--- src/rtl/gpio_pkg.sv ---
package gpio_pkg;
    localparam int PORT_W   = 16;
    localparam int ADDR_W   = 3;
    localparam int NUM_IRQ  = 2;
    localparam int IRQ_BASE = 14;
    localparam int NUM_WAKE = 4;

    localparam logic [ADDR_W-1:0] A_DIR0    = 3'd0;
    localparam logic [ADDR_W-1:0] A_DAT0    = 3'd1;
    localparam logic [ADDR_W-1:0] A_DIR1    = 3'd2;
    localparam logic [ADDR_W-1:0] A_DAT1    = 3'd3;
    localparam logic [ADDR_W-1:0] A_IRQ_EN  = 3'd4;
    localparam logic [ADDR_W-1:0] A_IRQ_PND = 3'd5;
    localparam logic [ADDR_W-1:0] A_WAKE_EN = 3'd6;

    typedef enum logic [1:0] {
        ACC_NONE  = 2'd0,
        ACC_DIR   = 2'd1,
        ACC_DATA  = 2'd2
    } port_acc_e;

    typedef struct packed {
        logic [PORT_W-1:0] dir;
        logic [PORT_W-1:0] latch;
    } port_state_t;

    // Per-bit read selection: output bits return the latch, input bits the pin.
    function automatic logic [PORT_W-1:0] port_read(
        input logic [PORT_W-1:0] dir,
        input logic [PORT_W-1:0] latch,
        input logic [PORT_W-1:0] pins
    );
        return (dir & latch) | (~dir & pins);
    endfunction

    function automatic port_acc_e port_decode(
        input logic [ADDR_W-1:0] addr,
        input logic [ADDR_W-1:0] dir_addr,
        input logic [ADDR_W-1:0] dat_addr
    );
        if (addr == dir_addr) return ACC_DIR;
        if (addr == dat_addr) return ACC_DATA;
        return ACC_NONE;
    endfunction
endpackage

--- src/rtl/gpio_sync.sv ---
module gpio_sync #(
    parameter int W = 16
) (
    input  logic         clk_i,
    input  logic         rst_i,
    input  logic [W-1:0] d_i,
    output logic [W-1:0] q_o
);
    logic [W-1:0] meta_q;
    logic [W-1:0] stable_q;

    always_ff @(posedge clk_i) begin
        if (rst_i) begin
            meta_q   <= '0;
            stable_q <= '0;
        end else begin
            meta_q   <= d_i;
            stable_q <= meta_q;
        end
    end

    assign q_o = stable_q;
endmodule

--- src/rtl/gpio_port.sv ---
module gpio_port
    import gpio_pkg::*;
#(
    parameter logic [ADDR_W-1:0] DIR_ADDR = A_DIR0,
    parameter logic [ADDR_W-1:0] DAT_ADDR = A_DAT0
) (
    input  logic              clk_i,
    input  logic              rst_i,
    input  logic              we_i,
    input  logic [ADDR_W-1:0] addr_i,
    input  logic [PORT_W-1:0] wdata_i,
    input  logic [PORT_W-1:0] pin_sync_i,
    output port_state_t       state_o,
    output logic [PORT_W-1:0] rd_val_o
);
    port_state_t st_q;
    port_acc_e   acc;

    assign acc = port_decode(addr_i, DIR_ADDR, DAT_ADDR);

    always_ff @(posedge clk_i) begin
        if (rst_i) begin
            st_q <= '0;
        end else if (we_i) begin
            case (acc)
                ACC_DIR:  st_q.dir   <= wdata_i;
                ACC_DATA: st_q.latch <= wdata_i;
                default:  ;
            endcase
        end
    end

    assign state_o  = st_q;
    assign rd_val_o = port_read(st_q.dir, st_q.latch, pin_sync_i);


    dir_write_only_chk: assert property (@(posedge clk_i) disable iff (rst_i)
        !$stable(st_q.dir) |-> $past(we_i) && ($past(addr_i) == DIR_ADDR));


    latch_write_only_chk: assert property (@(posedge clk_i) disable iff (rst_i)
        !$stable(st_q.latch) |-> $past(we_i) && ($past(addr_i) == DAT_ADDR));
endmodule

--- src/rtl/gpio_edge_irq.sv ---
module gpio_edge_irq
    import gpio_pkg::*;
#(
    parameter int N = NUM_IRQ
) (
    input  logic         clk_i,
    input  logic         rst_i,
    input  logic         en_we_i,
    input  logic         clr_we_i,
    input  logic [N-1:0] wdata_i,
    input  logic [N-1:0] src_sync_i,
    input  logic [N-1:0] src_is_in_i,
    output logic [N-1:0] en_o,
    output logic [N-1:0] pend_o,
    output logic [N-1:0] irq_o
);
    logic [N-1:0] prev_q;
    logic [N-1:0] en_q;
    logic [N-1:0] pend_q;
    logic [N-1:0] rise;
    logic [N-1:0] set_mask;
    logic [N-1:0] clr_mask;

    always_ff @(posedge clk_i) begin
        if (rst_i) prev_q <= '0;
        else       prev_q <= src_sync_i;
    end

    always_ff @(posedge clk_i) begin
        if (rst_i)        en_q <= '0;
        else if (en_we_i) en_q <= wdata_i;
    end

    always_comb begin
        rise     = src_sync_i & ~prev_q;
        set_mask = rise & src_is_in_i & en_q;
        clr_mask = clr_we_i ? wdata_i : '0;
    end

    always_ff @(posedge clk_i) begin
        if (rst_i) pend_q <= '0;
        else       pend_q <= (pend_q & ~clr_mask) | set_mask;
    end

    assign en_o   = en_q;
    assign pend_o = pend_q;
    assign irq_o  = pend_q & en_q;

    for (genvar i = 0; i < N; i++) begin : g_chk

        pend_set_qualified_chk: assert property (@(posedge clk_i) disable iff (rst_i)
            $rose(pend_q[i]) |-> $past(en_q[i]) && $past(src_is_in_i[i]));


        pend_sticky_chk: assert property (@(posedge clk_i) disable iff (rst_i)
            $fell(pend_q[i]) |-> $past(clr_we_i) && $past(wdata_i[i]));
    end
endmodule

--- src/rtl/gpio_wake.sv ---
module gpio_wake
    import gpio_pkg::*;
#(
    parameter int N = NUM_WAKE
) (
    input  logic         clk_i,
    input  logic         rst_i,
    input  logic         en_we_i,
    input  logic [N-1:0] wdata_i,
    input  logic [N-1:0] pin_sync_i,
    input  logic [N-1:0] dir_i,
    input  logic         sleep_i,
    output logic [N-1:0] en_o,
    output logic         wake_o
);
    logic [N-1:0] en_q;
    logic [N-1:0] src_live;

    always_ff @(posedge clk_i) begin
        if (rst_i)        en_q <= '0;
        else if (en_we_i) en_q <= wdata_i;
    end

    assign src_live = en_q & ~dir_i & pin_sync_i;
    assign en_o     = en_q;
    assign wake_o   = sleep_i & (|src_live);


    wake_needs_source_chk: assert property (@(posedge clk_i) disable iff (rst_i)
        wake_o |-> (en_q != '0) && sleep_i);
endmodule

--- src/rtl/gpio_edge_wake.sv ---
module gpio_edge_wake
    import gpio_pkg::*;
(
    input  logic              clk_i,
    input  logic              rst_i,
    input  logic [ADDR_W-1:0] reg_addr_i,
    input  logic              reg_we_i,
    input  logic [PORT_W-1:0] reg_wdata_i,
    output logic [PORT_W-1:0] reg_rdata_o,
    input  logic [PORT_W-1:0] p0_in_i,
    output logic [PORT_W-1:0] p0_out_o,
    output logic [PORT_W-1:0] p0_oe_o,
    input  logic [PORT_W-1:0] p1_in_i,
    output logic [PORT_W-1:0] p1_out_o,
    output logic [PORT_W-1:0] p1_oe_o,
    input  logic              sleep_i,
    output logic [NUM_IRQ-1:0] irq_o,
    output logic              wake_o
);
    logic [PORT_W-1:0]   p0_sync, p1_sync;
    logic [PORT_W-1:0]   p0_rd, p1_rd;
    port_state_t         p0_st, p1_st;
    logic [NUM_IRQ-1:0]  irq_en, irq_pend;
    logic [NUM_WAKE-1:0] wake_en;
    logic                irq_en_we, irq_clr_we, wake_en_we;

    gpio_sync #(.W(PORT_W)) sync0_i (.clk_i(clk_i), .rst_i(rst_i), .d_i(p0_in_i), .q_o(p0_sync));
    gpio_sync #(.W(PORT_W)) sync1_i (.clk_i(clk_i), .rst_i(rst_i), .d_i(p1_in_i), .q_o(p1_sync));

    gpio_port #(.DIR_ADDR(A_DIR0), .DAT_ADDR(A_DAT0)) port0_i (
        .clk_i(clk_i), .rst_i(rst_i), .we_i(reg_we_i), .addr_i(reg_addr_i),
        .wdata_i(reg_wdata_i), .pin_sync_i(p0_sync), .state_o(p0_st), .rd_val_o(p0_rd)
    );

    gpio_port #(.DIR_ADDR(A_DIR1), .DAT_ADDR(A_DAT1)) port1_i (
        .clk_i(clk_i), .rst_i(rst_i), .we_i(reg_we_i), .addr_i(reg_addr_i),
        .wdata_i(reg_wdata_i), .pin_sync_i(p1_sync), .state_o(p1_st), .rd_val_o(p1_rd)
    );

    assign irq_en_we  = reg_we_i && (reg_addr_i == A_IRQ_EN);
    assign irq_clr_we = reg_we_i && (reg_addr_i == A_IRQ_PND);
    assign wake_en_we = reg_we_i && (reg_addr_i == A_WAKE_EN);

    gpio_edge_irq #(.N(NUM_IRQ)) irq_i (
        .clk_i(clk_i), .rst_i(rst_i),
        .en_we_i(irq_en_we), .clr_we_i(irq_clr_we),
        .wdata_i(reg_wdata_i[NUM_IRQ-1:0]),
        .src_sync_i(p1_sync[IRQ_BASE +: NUM_IRQ]),
        .src_is_in_i(~p1_st.dir[IRQ_BASE +: NUM_IRQ]),
        .en_o(irq_en), .pend_o(irq_pend), .irq_o(irq_o)
    );

    gpio_wake #(.N(NUM_WAKE)) wake_i (
        .clk_i(clk_i), .rst_i(rst_i),
        .en_we_i(wake_en_we), .wdata_i(reg_wdata_i[NUM_WAKE-1:0]),
        .pin_sync_i(p0_sync[NUM_WAKE-1:0]), .dir_i(p0_st.dir[NUM_WAKE-1:0]),
        .sleep_i(sleep_i), .en_o(wake_en), .wake_o(wake_o)
    );

    assign p0_out_o = p0_st.latch;
    assign p0_oe_o  = p0_st.dir;
    assign p1_out_o = p1_st.latch;
    assign p1_oe_o  = p1_st.dir;

    always_comb begin
        reg_rdata_o = '0;
        case (reg_addr_i)
            A_DIR0:    reg_rdata_o = p0_st.dir;
            A_DAT0:    reg_rdata_o = p0_rd;
            A_DIR1:    reg_rdata_o = p1_st.dir;
            A_DAT1:    reg_rdata_o = p1_rd;
            A_IRQ_EN:  reg_rdata_o[NUM_IRQ-1:0]  = irq_en;
            A_IRQ_PND: reg_rdata_o[NUM_IRQ-1:0]  = irq_pend;
            A_WAKE_EN: reg_rdata_o[NUM_WAKE-1:0] = wake_en;
            default:   reg_rdata_o = '0;
        endcase
    end


    irq_masked_chk: assert property (@(posedge clk_i) disable iff (rst_i)
        $fell(irq_en[0]) |-> !irq_o[0]);
endmodule

--- config.mk ---
export PLATFORM = sky130hd
export DESIGN_NAME = gpio_edge_wake
export DESIGN_NICKNAME = d
export VERILOG_FILES = /design/src/rtl/gpio_pkg.sv /design/src/rtl/gpio_sync.sv /design/src/rtl/gpio_port.sv /design/src/rtl/gpio_edge_irq.sv /design/src/rtl/gpio_wake.sv /design/src/rtl/gpio_edge_wake.sv
export SDC_FILE = /design/constraint.sdc
export NUM_CORES = 1
export LEC_CHECK = 0
export CAP_MARGIN = 20
export CELL_PAD_IN_SITES_DETAIL_PLACEMENT = 1
export CELL_PAD_IN_SITES_GLOBAL_PLACEMENT = 1
export CORE_MARGIN = 2
export CORE_UTILIZATION = 36
export DETAILED_ROUTE_END_ITERATION = 12
export DONT_BUFFER_PORTS = 1
export PLACE_DENSITY = 0.61
export SETUP_SLACK_MARGIN = 0.4
export SLEW_MARGIN = 20
export SYNTH_ARGS = -nofsm -noshare
export SYNTH_HDL_FRONTEND = slang
export SYNTH_SLANG_ARGS = --single-unit
--- constraint.sdc ---
create_clock -name clk_i -period 1.6 [get_ports clk_i]
set_input_delay 0.16 -clock clk_i [delete_from_list [all_inputs] [get_ports clk_i]]
set_output_delay 0.16 -clock clk_i [all_outputs]
set_load 0.005 [all_outputs]
; ---- After elaboration in Yosys (flattened, before gate mapping)
; Cells that the tools add are included.
[op_classes]
eq_ne = 10
mux = 18
n_bitwise = 21
reduce_logical = 9
[op_table]
columns = op, n
row1 = AND 16 bit, 4
row2 = one-hot mux 12 bit (4 select lines), 1
row3 = inverter 16 bit, 2
row4 = OR 16 bit, 2
row5 = two-way mux 2 bit, 9
row6 = one-hot mux 2 bit (7 select lines), 1
row7 = AND 2 bit, 5
row8 = one-hot mux 2 bit (5 select lines), 1
row9 = "equality test 3 bit, second input constant", 3
row10 = AND 4 bit, 2
row11 = AND reduction 2 bit, 4
row12 = "equality test 3 x 2 -> 1 bit, second input constant", 2
row13 = two-way mux 1 bit, 6
row14 = inverter 2 bit, 3
row15 = "equality test 2 x 1 -> 1 bit, second input constant", 2
row16 = "equality test 2 bit, second input constant", 2
row17 = inverter 4 bit, 1
row18 = OR reduction 4 bit, 1
row19 = "equality test 3 x 1 -> 1 bit, second input constant", 1
row20 = logical AND 1 bit, 3
row21 = zero test 3 bit, 1
row22 = OR 2 bit, 1
row23 = AND 1 bit, 1
[word_totals]
register_bits = 138
input_bits = 55
out_inout_bits = 83
wordCells = 70

; ---- Depth between registers and ports, before layout
; Gate-level depths: netlist (run 1).
[logic_depth]
ltp_word = 7
ltp_mapped = 6

; ---- Hierarchy
; A second synthesis (run 1) with hierarchy kept.
[hier_totals]
hier_cells = 523
area_unflattened_um2 = 5863.1
[by_module_without_submodules]
columns = module, n_inst, cells_per_inst, area_each_um2, seq_area_each_um2
row1 = gpio_sync, 2, 67, 863.3, 640.6
row2 = gpio_port (port0_i), 1, 140, 1532.7, 640.6
row3 = gpio_port (port1_i), 1, 140, 1524.0, 640.6
row4 = gpio_edge_wake, 1, 69, 674.4, 0.0
row5 = gpio_edge_irq, 1, 20, 222.7, 120.1
row6 = gpio_wake, 1, 20, 182.7, 80.1

; ---- Worst setup path after synthesis (run 1)
; OpenSTA, ideal clock, no wires.
[synth_timing]
path_type = reg-to-output
from = register port1_i.st_q (netlist bit port1_i.state_o[17])
to = output port reg_rdata_o[1]
arrival_ns = 1.381
path_slack_ns = 0.059
path_stages_with_launch = 4
path_buffers = 0
cell_sequence = dfxtp_1 > mux2_2 > and3_1 > or4_1
[synth_between]
elab_chain_len = 4
word_cells_on_any_way = 5
classes_between = mux: 1 / bitwise: 4
[synth_lines]
columns = item, line
row1 = from (decl), gpio_port.sv:16  ; port_state_t st_q;
row2 = inverter 16 bit, gpio_pkg.sv:33  ; return (dir & latch) | (~dir & pins);
row3 = AND 16 bit, gpio_pkg.sv:33
row4 = OR 16 bit, gpio_pkg.sv:33
row5 = one-hot mux 2 bit (7 select lines) *, gpio_edge_wake.sv:67  ; case (reg_addr_i)
row6 = to (decl), gpio_edge_wake.sv:9  ; output logic [PORT_W-1:0] reg_rdata_o,
; Mark *: on every way between the ends. The rest lies on a longest branch, timed or not.

; ---- Worst setup path in the final report (run 1)
; Same ends and word-level chain as after synthesis.

==> results of run 1 <==
## layout make-up
class,count,share of cell area
timing repair buffer,121,0.1575
sequential,138,0.3801
clock inverter,14,0.02536
inverter,28,0.01366
tap,184,0.02991
multi-input combinational,394,0.3364
clock buffer,18,0.05706
## flip-flops by register name, summed over array words and instances (netlist names)
name	count
port0_i.state_o	32
port1_i.state_o	32
sync0_i.meta_q	16
sync0_i.q_o	16
sync1_i.meta_q	16
sync1_i.q_o	16
wake_i.en_o	4
irq_i.en_o	2
irq_i.pend_o	2
irq_i.prev_q	2
## through the flow
| stage | setup WS [ps] | setup TNS, ps | cell area, sq um | power [mW] | util |
|---|---|---|---|---|---|
| after global placement | 112.1 | 0 | 5398 | 3.958 | 0.3742 |
| after floorplan | 149.0 | 0 | 5313 | 3.972 | - |
| after detailed placement | 105.7 | 0 | 5398 | 3.966 | 0.3742 |
| final | -308.0 | -308.0 | 7696 | 8.366 | 0.5336 |
| after CTS | -335.8 | -335.8 | 7537 | 8.382 | 0.5226 |
| after global routing | -352.3 | -382.0 | 7696 | 8.661 | 0.5336 |
## worst min path at each step
stage                        start                          endpoint  slack (ps)  cells after the start
floorplan               p0_in_i[0]      sync0_i.meta_q[0]$_SDFF_PP0_         290                      1
global placement             rst_i  port0_i.state_o[16]$_SDFFE_PP0P_         240                      1
finish              reg_wdata_i[0]        irq_i.pend_o[0]$_SDFF_PP0_          10                      3
global route        reg_wdata_i[0]        irq_i.pend_o[0]$_SDFF_PP0_           3                      3
detailed placement           rst_i     sync0_i.meta_q[14]$_SDFF_PP0_         240                      1
CTS                 reg_wdata_i[0]        irq_i.pend_o[0]$_SDFF_PP0_           1                      3
## worst register-to-register path, cell delays in order, from the launching register on
cell and delay, ps:
dfxtp_2 340, mux2i_1 120, nor2_1 50, dlygate4sd3_1 560
## what timing repair did
item	4_1_cts	5_1_grt
pin swaps	20	21
resized for setup	123	58
gates cloned	0	1
setup buffers	0	4
hold buffers	112	16
hold endpoints to repair	138	21
endpoints found under the setup margin	17	47
## layout by cell type, fill, tap and decap left out, types with 3 or more instances in the layout
cell and n:
clkinvlp_4 4, inv_2 11, a31oi_1 14, nand2_1 126, nand3_1 3, a31oi_2 6, nand4b_1 3, mux2_4 4
a21o_1 3, nor2b_1 67, a31oi_4 7, a21oi_2 26, bufinv_16 4, nand3b_1 9, a21oi_1 61, dfxtp_2 34
buf_4 11, mux2i_1 6, inv_1 17, dfxtp_1 72, a22o_1 12, dlygate4sd3_1 104, o211ai_1 3, clkbuf_16 17
a21oi_4 7, dfxtp_4 32, buf_12 3, nor2_1 6
## layer usage
metal	vias up	part of all wire	wire, um	GRT usage
li1	2212	-	-	-
met1	2381	0.44	8123	0.2970
met2	116	0.49	9098	0.3836
met3	21	0.064	1188	0.07018
met4	0	0.014	253	0.06797
met5	-	0	0	0
## power groups by stage
stage	Sequential [mW]	Clock, mW	Combinational [mW]
after global routing	3.61	4.44	0.609
after detailed placement	3.70	0	0.268
after CTS	3.61	4.28	0.495
after floorplan	3.67	0	0.304
after global placement	3.70	0	0.261
final	3.60	4.20	0.563
## cell families after synthesis
kind of cell	count (synthesis)	share of synthesized area
simple gates	240	0.2373
mux	11	0.02204
buf+inv	73	0.06281
flops	138	0.5233
compound gates	143	0.1545
==> out/qor.yml, run 1 <==
synth.distinct_cells: 39
switching_share: 0.2241
port_buffers: 0
finalHoldViolations: 0
fmax_mhz: 524.1
yosysSeqAreaShare: 0.5233
crit_cells: 3
worstPathArrival_ps: 1750
area_growth_syn_to_layout_pct: 45.79
layout.nets: 755
dp.cells: 753
clock_sinks: 138
drive_gt1_frac: 0.2665
drcViolationCount: 0
first_iter_violations: 233
clk_path_buf_depth: 2
synth_top_cells_by_count: "138 x dfxtp_1, 128 x nand2_1, 94 x a21oi_1, 67 x nor2b_1, 28 x inv_1"
slew_headroom: 0.6470
syn_avg_cell_area_sq_um: 8.725
combPwrFrac: 0.067
leakage_nw: 2.879
worst_pin_slew_ps: 528.3
cpPeakStageDelay_ps: 510
grt_pass1_wl_um: 28000
synth-edff-count: 0
cts_tree: "yes"
fin_cells: 897
p_int_mw: 6.491
clkTransAtPathRegs_ps: 60
violations: "negative setup slack"
routed_wl_um: 18660
fin_crit_ps: 1908
synth_flop_cell: "dfxtp_1"
regArea_sq_mm: 0.002925
syn_area_sq_mm: 0.005279
worstSkewPairLatency_ps: 420
worstPathCellList: "mux2_4, and3_4, or4_4"
synth_cells: 605
crit_slowest_cell: "or4_4"
ios: 138
core_area_sq_mm: 0.01442
start_util: 0.3660
antenna_found_initial: 0
critPathRequiredTime_ps: 1440
die_area_sq_mm: 0.01565
multi_input_area_sq_mm: 0.002589
netlist.area_leader.share: 0.5233
finalSetupViolations: 1
ir_drop_mv: 0.7368
reg2reg_to: "irq_i.en_o[1]$_SDFFE_PP0P_"
critPathKind: "register to output port"
clock_tree.root_cell: "clkbuf_16"
r2r_start: "irq_i.en_o[1]$_SDFFE_PP0P_"
cpLargestDelayFamily: "simple AND/OR/NAND/NOR gates"
synth_fp_nets: 660
finalWorstSetupSlack_ps: -308.0
rows: 44
grt.total_usage: 0.2332
worst_setup_path_end_kind: "output port"
ff2ff_setup_slack_ps: 410
reg2reg_depth: 3
grt_pass1_vias: 4906
period_share: 1.193
htreeDepth: 4
grt_max_degree: 93
yosysWarnings: 0
synth_top_cell_by_area: "dfxtp_1"
maxCapViolations: 0
wire_per_inst_um: 20.81
drtPass1Iterations: 4
vias: 4730
fin_worst_skew_ps: 5.751
ant_nets: 0
rsz0062_at_grt: "true"
worstSetupStartpointType: "register"
power.switching_mw: 1.875
hold_slack_ps: 13.21
die_h_um: 125.1
nFillCells: 1580
ys_ff_latch: 138
routabilityCongestion: 0.8688
worstPathMaxFanout: 4
dpl.hpwl_um: 10450
cts_buffers: 17
pwr-share-clk: 0.502
gr-total-overflow: 0
status: "finished, violations left"
synth.area.top_cells: "dfxtp_1 52%, nand2_1 9.1%, a21oi_1 8.9%"
synth.most_common_cell: "dfxtp_1"
antenna_cells: 0
p_per_area_mw_per_mm2: 1087
hold_path_class: "primary input to register"
share_seq_of_total_power: 0.431
die_w_um: 125.1
cp.buffers_inverters: 0
vias_per_cell: 5.273
crit_start: "port1_i.state_o[17]$_SDFFE_PP0P_"
synthArstFlopShare: 0
drv_slew: 0
critPathCapture: "reg_rdata_o[1]"
Note: power is estimated with default switching activity, not from simulation.
==> run 2: changes to the inputs <==
Settings changed: PLACE_DENSITY 0.61 to default, PLACE_DENSITY_LB_ADDON from default to 0.1.
==> out/qor.yml, run 2 (same netlist as run 1, synthesis figures left out) <==
rows: 44
port_buffers: 0
gr-total-overflow: 0
htreeDepth: 4
grt.total_usage: 0.2367
area_growth_syn_to_layout_pct: 45.34
critPathKind: "register to output port"
hold_slack_ps: 29.04
clk_path_buf_depth: 2
fmax_mhz: 524.3
core_area_sq_mm: 0.01442
fin_cells: 889
grt_pass1_vias: 4738
layout.nets: 748
worstPathMaxFanout: 4
whs_endpoint: "irq_i.pend_o[0]$_SDFF_PP0_"
slew_headroom: 0.6424
dpl.hpwl_um: 10300
hp-start: "reg_wdata_i[0]"
ios: 138
power.total_mw: 8.753
fin_crit_ps: 1907
drive_gt1_frac: 0.2596
worstPathArrival_ps: 1750
ir_drop_mv: 0.7317
drtPass1Iterations: 4
die_w_um: 125.1
layout_common_cells: "128 x nand2_1, 102 x dlygate4sd3_1, 67 x nor2b_1, 67 x dfxtp_1, 61 x a21oi_1"
dp.cells: 752
cts_buffers: 17
worst_pin_slew_ps: 535.1
reg2reg_depth: 3
worstSkewPairLatency_ps: 410
grt_pass1_wl_um: 28350
die_h_um: 125.1
dp_slack_ps: 92.97
p_per_area_mw_per_mm2: 1141
clock_sinks: 138
finalHoldViolations: 0
worst_setup_path_end_kind: "output port"
violations: "negative setup slack"
wire_per_inst_um: 21.28
die_area_sq_mm: 0.01565
place_area_sq_mm: 0.005369
antenna_found_initial: 0
cts_tree: "yes"
reg2reg_to: "wake_i.en_o[1]$_SDFFE_PP0P_"
leakage_nw: 2.840
hold_path_class: "primary input to register"
finalSetupViolations: 1
ant_nets: 0
final.setup.tns_ps: -307.2
clock_tree.root_cell: "clkbuf_16"
clkTransAtPathRegs_ps: 60
rsz0062_at_grt: "true"
worstSetupStartpointType: "register"
final_cell_area_sq_mm: 0.007672
hold_depth: 3
first_iter_violations: 295
routed_wl_um: 18920
final_core_util: 0.5319
ff2ff_setup_slack_ps: 430
status: "finished, violations left"
routabilityCongestion: 0.8737
period_share: 1.192
drv_slew: 0
fin_worst_skew_ps: 3.874
vias_per_cell: 5.199
r2r_start: "wake_i.en_o[1]$_SDFFE_PP0P_"
antenna_cells: 0
critPathRequiredTime_ps: 1440
maxCapViolations: 0
start_util: 0.3660
drcViolationCount: 0
finalWorstSetupSlack_ps: -307.2
vias: 4622
mostFrequentLayoutCell: "nand2_1"
grt_max_degree: 93
-- run 2: cell count changes in the layout (fill, tap and decap cells not counted), moves of 2 or more --
cell	before	now
dlygate4sd3_1	104	102
buf_4	11	8
clkinvlp_4	4	1
dfxtp_1	72	67
dfxtp_2	34	38
bufinv_16	4	7
nand2_1	126	128
a31oi_1	14	16
a31oi_2	6	3
nand2_2	2	0
inv_6	2	0
-- run 2: how the worst max path moves through the flow --
stage                                 to  depth (start not counted)                              from  slack [ps]
after CTS                 reg_rdata_o[1]                          3  port1_i.state_o[17]$_SDFFE_PP0P_        -330
final                     reg_rdata_o[1]                          3  port1_i.state_o[17]$_SDFFE_PP0P_        -310
after global placement    reg_rdata_o[1]                          3  port1_i.state_o[17]$_SDFFE_PP0P_         120
after detailed placement  reg_rdata_o[1]                          3  port1_i.state_o[17]$_SDFFE_PP0P_          90
after global routing      reg_rdata_o[1]                          3  port1_i.state_o[17]$_SDFFE_PP0P_        -350
after floorplan           reg_rdata_o[1]                          3  port1_i.state_o[17]$_SDFFE_PP0P_         150
-- run 2: area by class of cell --
cell class	instances	area, sq um
inverters	28	105.1
repair buffers	114	1144
flip-flops and latches	138	2934
well taps	184	230.2
multi-input cells	394	2571
clock buffers	19	442.9
clock inverters	12	245.2
fillers	1580	6751
-- run 2: worst max-delay path, cell delays in order, from the launching register on --
cell and delay [ps]:
dfxtp_4 370, mux2_4 290, and3_4 160, or4_4 510
-- run 2: repair_timing --
action | 4_1_cts | 5_1_grt
gates resized for setup | 125 | 60
cloned | 0 | 1
buffers inserted | 0 | 1
pin swaps | 18 | 19
hold endpoints to repair | 138 | 26
hold buffers | 114 | 16
endpoints found under the setup margin | 17 | 52
-- run 2: where the power goes --
group	internal, mW	leakage (nW)	switching, mW
sequential	3.51	1.17	0.0865
combinational	0.311	1.33	0.248
clock	3.11	0.333	1.48
-- run 2: routing by layer --
layer  global-route usage  wire, um  vias up
met5                    0         0        -
met4              0.07582       248        0
met3              0.08087      1554       24
met2               0.3603      8459      136
met1               0.3169      8657     2270
li1                     -         -     2192
